**config.mk**
```make
export PLATFORM = sky130hd
export DESIGN_NAME = tick_cmp_unit
export DESIGN_NICKNAME = d
export VERILOG_FILES = /design/src/rtl/tick_pkg.sv /design/src/rtl/tick_rst_sync.sv /design/src/rtl/tick_counter.sv /design/src/rtl/tick_cmp_channel.sv /design/src/rtl/tick_cmp_unit.sv
export SDC_FILE = /design/constraint.sdc
export NUM_CORES = 1
export LEC_CHECK = 0
export BUFFER_PORTS_ARGS = -buffer_cell sky130_fd_sc_hd__buf_2
export CAP_MARGIN = 40
export CORE_UTILIZATION = 56
export CTS_CLUSTER_DIAMETER = 40
export DETAILED_ROUTE_END_ITERATION = 7
export GPL_ROUTABILITY_DRIVEN = 0
export PLACE_DENSITY_LB_ADDON = 0.05
export SLEW_MARGIN = 0
export SYNTH_ARGS = -nofsm -noshare
export SYNTH_HDL_FRONTEND = slang
export SYNTH_SLANG_ARGS = --single-unit
```
**constraint.sdc**
```tcl
create_clock -name clk -period 7.25 [get_ports clk]
set_input_delay 1.45 -clock clk [delete_from_list [all_inputs] [get_ports clk]]
set_output_delay 1.45 -clock clk [all_outputs]
set_load 0.02 [all_outputs]
```
**src/rtl/tick_pkg.sv**
```systemverilog
package tick_pkg;
  localparam int unsigned NUM_CH  = 2;
  localparam int unsigned SUP_IDX = 0;
  localparam int unsigned HYP_IDX = 1;

  typedef enum logic {
    SEL_SUP = 1'b0,
    SEL_HYP = 1'b1
  } cmp_sel_e;
endpackage

```
**src/rtl/tick_rst_sync.sv**
```systemverilog
module tick_rst_sync #(
  parameter int unsigned STAGES = 2
) (
  input  logic clk,
  input  logic arst_n,
  output logic srst_n
);
  logic [STAGES-1:0] sync_q;
  logic [STAGES-1:0] sync_d;

  always_comb begin
    sync_d = {sync_q[STAGES-2:0], 1'b1};
  end

  always_ff @(posedge clk or negedge arst_n) begin
    if (!arst_n) begin
      sync_q <= '0;
    end else begin
      sync_q <= sync_d;
    end
  end

  assign srst_n = sync_q[STAGES-1];
endmodule

```
**src/rtl/tick_counter.sv**
```systemverilog
module tick_counter #(
  parameter int unsigned CNT_W = 63
) (
  input  logic             clk,
  input  logic             rst_n,
  input  logic             cnt_en,
  output logic [CNT_W-1:0] count_o
);
  logic [CNT_W-1:0] cnt_q;
  logic [CNT_W-1:0] cnt_d;

  always_comb begin
    cnt_d = cnt_q;
    if (cnt_en) begin
      cnt_d = cnt_q + {{(CNT_W-1){1'b0}}, 1'b1};
    end
  end

  always_ff @(posedge clk or negedge rst_n) begin
    if (!rst_n) begin
      cnt_q <= '0;
    end else begin
      cnt_q <= cnt_d;
    end
  end

  assign count_o = cnt_q;
endmodule

```
**src/rtl/tick_cmp_channel.sv**
```systemverilog
module tick_cmp_channel #(
  parameter int unsigned CNT_W = 63,
  localparam int unsigned CMP_W = CNT_W + 1
) (
  input  logic             clk,
  input  logic             rst_n,
  input  logic             ld_en,
  input  logic [CMP_W-1:0] ld_data,
  input  logic [CNT_W-1:0] count_i,
  input  logic             mask_i,
  output logic [CMP_W-1:0] value_o,
  output logic             hit_o
);
  logic [CMP_W-1:0] val_q;
  logic [CMP_W-1:0] val_d;
  logic             armed;
  logic             equal;

  always_comb begin
    val_d = val_q;
    if (ld_en) begin
      val_d = ld_data;
    end
  end

  always_ff @(posedge clk or negedge rst_n) begin
    if (!rst_n) begin
      val_q <= {1'b1, {CNT_W{1'b0}}};
    end else begin
      val_q <= val_d;
    end
  end

  always_comb begin
    armed = ~val_q[CMP_W-1];
    equal = (val_q[CNT_W-1:0] == count_i);
    hit_o = armed & equal & ~mask_i;
  end

  assign value_o = val_q;
endmodule

```
**src/rtl/tick_cmp_unit.sv**
```systemverilog
module tick_cmp_unit
  import tick_pkg::*;
#(
  parameter int unsigned CNT_W = 63,
  parameter int unsigned SYNC_STAGES = 2,
  localparam int unsigned CMP_W = CNT_W + 1
) (
  input  logic             clk,
  input  logic             rst_n,
  input  logic             wr_en_i,
  input  logic             wr_sel_i,
  input  logic [CMP_W-1:0] wr_data_i,
  input  logic             rd_sel_i,
  output logic [CMP_W-1:0] rd_data_o,
  input  logic             thread_halted_i,
  output logic [CNT_W-1:0] tick_count_o,
  output logic             soft_int_set_o,
  output logic             hyp_int_set_o
);
  logic             srst_n;
  logic [CNT_W-1:0] count;
  logic [NUM_CH-1:0] ld_en;
  logic [NUM_CH-1:0] ch_mask;
  logic [NUM_CH-1:0] ch_hit;
  logic [CMP_W-1:0] ch_val [NUM_CH];
  logic [CMP_W-1:0] sup_val;
  logic [CMP_W-1:0] hyp_val;
  cmp_sel_e         wsel;
  cmp_sel_e         rsel;

  tick_rst_sync #(.STAGES(SYNC_STAGES)) u_rst_sync (
    .clk    (clk),
    .arst_n (rst_n),
    .srst_n (srst_n)
  );

  tick_counter #(.CNT_W(CNT_W)) u_counter (
    .clk     (clk),
    .rst_n   (srst_n),
    .cnt_en  (1'b1),
    .count_o (count)
  );

  assign wsel = cmp_sel_e'(wr_sel_i);
  assign rsel = cmp_sel_e'(rd_sel_i);

  for (genvar g = 0; g < NUM_CH; g++) begin : g_ch
    localparam cmp_sel_e CH_SEL = (g == HYP_IDX) ? SEL_HYP : SEL_SUP;

    assign ld_en[g]   = wr_en_i && (wsel == CH_SEL);
    assign ch_mask[g] = (g == HYP_IDX) ? thread_halted_i : 1'b0;

    tick_cmp_channel #(.CNT_W(CNT_W)) u_ch (
      .clk     (clk),
      .rst_n   (srst_n),
      .ld_en   (ld_en[g]),
      .ld_data (wr_data_i),
      .count_i (count),
      .mask_i  (ch_mask[g]),
      .value_o (ch_val[g]),
      .hit_o   (ch_hit[g])
    );
  end

  assign sup_val = ch_val[SUP_IDX];
  assign hyp_val = ch_val[HYP_IDX];

  always_comb begin
    rd_data_o = (rsel == SEL_HYP) ? hyp_val : sup_val;
  end

  assign tick_count_o   = count;
  assign soft_int_set_o = ch_hit[SUP_IDX];
  assign hyp_int_set_o  = ch_hit[HYP_IDX];
endmodule

```
==> results by group <==
Synthesis
  – Syn Area/Cell: 11.6 um2
  – Synth Area in Adders: less than 1%
  – Main combinational cell family by area after synthesis: multiplexers
  – Syn_nets: 943
  – Post-Synthesis Cells: 872
  – Yosys reg bits: 193
  – Simple-gate area share of the yosys netlist: 12.3%
  – Synth warn: 0
  – Post-synthesis cell area: 10,100 um2
  – Sequential-to-total area share from yosys stat: 47.8%
  – Multiplexer share of the synthesized area: 18.9%
  – Compound-gate portion of the synthesized area: 4.15%
  – Post-Synth XOR/XNOR Area: 12.6%
  – Distinct cells, synth: 43

CTS
  – Clock Sinks: 193
  – CTS Buf Count: 17
  – Max Root-Sink Buffers: 2
  – CTS tree: yes
  – H-tree levels: 4
  – Clock transition at the registers of the reported paths: 70 ps
  – Clk root buf: clkbuf_16
  – Post_cts resized: 0
  – Clock insertion delay at the later pin of the skew report: 430 ps
  – Setup bufs post-CTS: 0
  – CTS Hold Bufs: 0

Pwr
  – Total Power: between 2 and 3 mW
  – Switching share of power: 29.8%
  – Logic pwr share: between 10% and 20%
  – PD cells: 227 nW/um2
  – Worst ir drop on vdd: about 0.14 mV
  – Leak pwr: around 5.5 nW
  – Flop pwr share: 48.5%
  – Switching power total: 0.801 mW
  – Clock share of power: about 33%
  – Cell Int Power: 1.89 mW

Job
  – Max Cap Viol: 0

Critical path
  – Worst stage delay on the critical path: 520 ps
  – Critical path, cell by cell: xnor2_1, nand4_1, nor4_1, nand4_1, nor4_1, buf_2
  – Kind of critical path: reg2out
  – CP max-delay cell: dfrtp_1
  – Worst path arrival time: about 3000 ps
  – CP required: 5800 ps
  – Worst Setup Start Kind: register
  – Crit path max fanout: 9
  – CP endpoint kind: primary output
  – Worst reg-to-reg path cell count: 5

Timing
  – Clock skew: 9.77 ps
  – RSZ-0062 raised after global routing: no
  – Highest Clock Rate: 222 MHz
  – Max Slew Vio Count: 0
  – Final hold vios: 0
  – Setup TNS: 0 ps
  – Final min period: 4510 ps
  – Setup violations, final: 0
  – Max-slew headroom: 37.8%
  – Fin crit share: 62.2%
  – Slew @ Worst Pin: 925 ps

Floorplanning
  – Row count: 48
  – DIE AREA: 18,600 um2
  – Die Y-Extent: 136 um
  – Die width: 136 um
  – Initial Util: 57.8%
  – IO Count: 199
  – Core ar.: around 17,000 um2

Final layout
  – Layout cells sized above 1: 41.6%
  – Antenna Diode Count: 0
  – Layout Cells excl Fill: 1,279
  – Most frequent cells in the layout: buf_2 (198), dfrtp_1 (190), mux2_2 (170)
  – Commonest non-fill, non-tap cell in the layout: buf_2
  – Area growth, synth to finish: 17.1%
  – Net count, final: 1,112
  – Fillers: ~1.4k

GRT
  – Total GRT Usage: 31.9%
  – Total grt overflow: 0
  – Initial antenna violation count: 0
  – Vias in the first global route: 7,162
  – Largest net degree at the start of global routing: 67
  – First-pass GRT wire length: 42,900 um

Drt
  – WL final: ~28,000 um
  – Drt first pass iters: 5
  – Vias: 7,369
  – Wirelength per Cell: 22.1 um
  – Via-per-instance ratio: 5.76
  – Number of routed nets with antenna violations: 0
  – DR iter-0 viols: around 500
  – DRC viols: 0

Place
  – Detailed Place HPWL: 22,000 um
  – Buffers added on ports: 198
  – # placed instances: approximately 1.2k

Min path
  – Worst Hold Depth: 0
  – Worst hold path class: reg2reg

Run status
  – Status: finished clean
-- synth_stat cells, drive strengths merged --
cell     instances  area share [%]
dfrtp          191              47
mux2           170              19
xnor2           81             7.1
xor2            64             5.5
nand2           44             1.6
inv             42             1.6
nand4           38             3.1
clkbuf          37             1.4
nor2            31             1.2
nor4            29             2.7
nand3           25             1.3
o21ai           22             1.1
buf             20             1.0
nor3            13             1.1
nand2b          12            0.74
o22ai           12            0.74
a22o             6            0.52
o2111ai          5            0.43
o2bb2ai          5            0.43
a2111oi          3            0.26
a211oi           3            0.22
a221oi           3            0.26
and2             3            0.19
nor2b            3            0.19
and3             2            0.12
dfstp            2            0.52
a222oi           1           0.099
and4             1           0.087
conb             1           0.037
ha               1            0.12
o221ai           1           0.087
or2              1           0.062
-- worst max-delay path: cells and delay by family, from the launching register on --
| family | cells | cell delay [ps] |
|---|---|---|
| xor gates and xnor gates | 1 | 480 |
| buffers and inverters | 1 | 260 |
| DFF | 1 | 520 |
| and+or+nand+nor | 4 | 1370 |
-- worst paths after layout --
| check | startpoint | endpoint | slack (ps) |
|---|---|---|---|
| setup / recovery | u_counter.count_o[0]$_DFF_PN0_ | soft_int_set_o | 2740 |
| hold / removal | u_rst_sync.sync_q[0]$_DFF_PN0_ | u_rst_sync.sync_q[1]$_DFF_PN0_ | 370 |
| setup reg to reg | u_counter.count_o[47]$_DFF_PN0_ | u_counter.count_o[62]$_DFF_PN0_ | 4660 |
| hold reg to reg | u_rst_sync.sync_q[0]$_DFF_PN0_ | u_rst_sync.sync_q[1]$_DFF_PN0_ | 370 |
| max in group asynchronous | u_rst_sync.sync_q[1]$_DFF_PN0_ | u_counter.count_o[48]$_DFF_PN0_ | 5500 |
| min in group asynchronous | u_rst_sync.sync_q[1]$_DFF_PN0_ | g_ch[1].u_ch.value_o[56]$_DFFE_PN0P_ | 420 |
-- power groups by stage --
stage | registers (mW) | logic, mW | clock network [mW]
after global routing | 1.32 | 0.547 | 0.924
after CTS | 1.30 | 0.511 | 0.887
final | 1.30 | 0.509 | 0.874
after global placement | 1.32 | 0.495 | 0
after floorplan | 1.28 | 0.343 | 0
after detailed placement | 1.32 | 0.508 | 0
-- cell families after synthesis --
family	Yosys count
xor+xnor	145
fa+ha+maj	1
simple gates	202
mux	170
other cells	1
flops	193
compound gates	61
buf+inv	99
-- layer usage --
metal / wire (um) / track usage (%) / part of all wire (%) / vias to the layer above
met2: 13400 / 50.4 / 47 / 266
met1: 12200 / 42.8 / 43 / 3678
met4: 830 / 12.0 / 2.9 / 0
met3: 1930 / 7.12 / 6.8 / 44
met5: 0 / 0 / 0 / -
li1: - / - / - / 3381
-- cell type report --
cell class / instances / area [um2] / area share [%]
sequential: 193 / 4840 / 40.9
clock inverter: 11 / 83.8 / 0.708
multi-input combinational: 580 / 4880 / 41.3
inverter: 42 / 158 / 1.33
timing repair buffer: 207 / 1130 / 9.56
clock buffer: 21 / 460 / 3.89
tap: 225 / 282 / 2.38
-- stage by stage --
stage          setup WS [ps]  util, %  hold WS [ps]  instance area [um2]
2_1_floorplan           1480        -           331                10100
3_3_place_gp            2610     64.0           337                11200
3_5_place_dp            3070     64.6           359                11300
4_1_cts                 2880     67.7           381                11800
5_1_grt                 2750     67.7           387                11800
6_report                2740     67.7           373                11800
-- state kept, by name, summed over array words and instances (netlist names) --
name,count
g_ch.u_ch.value_o,128
u_counter.count_o,63
u_rst_sync.sync_q,2
Power figures use the tool's default switching activity.
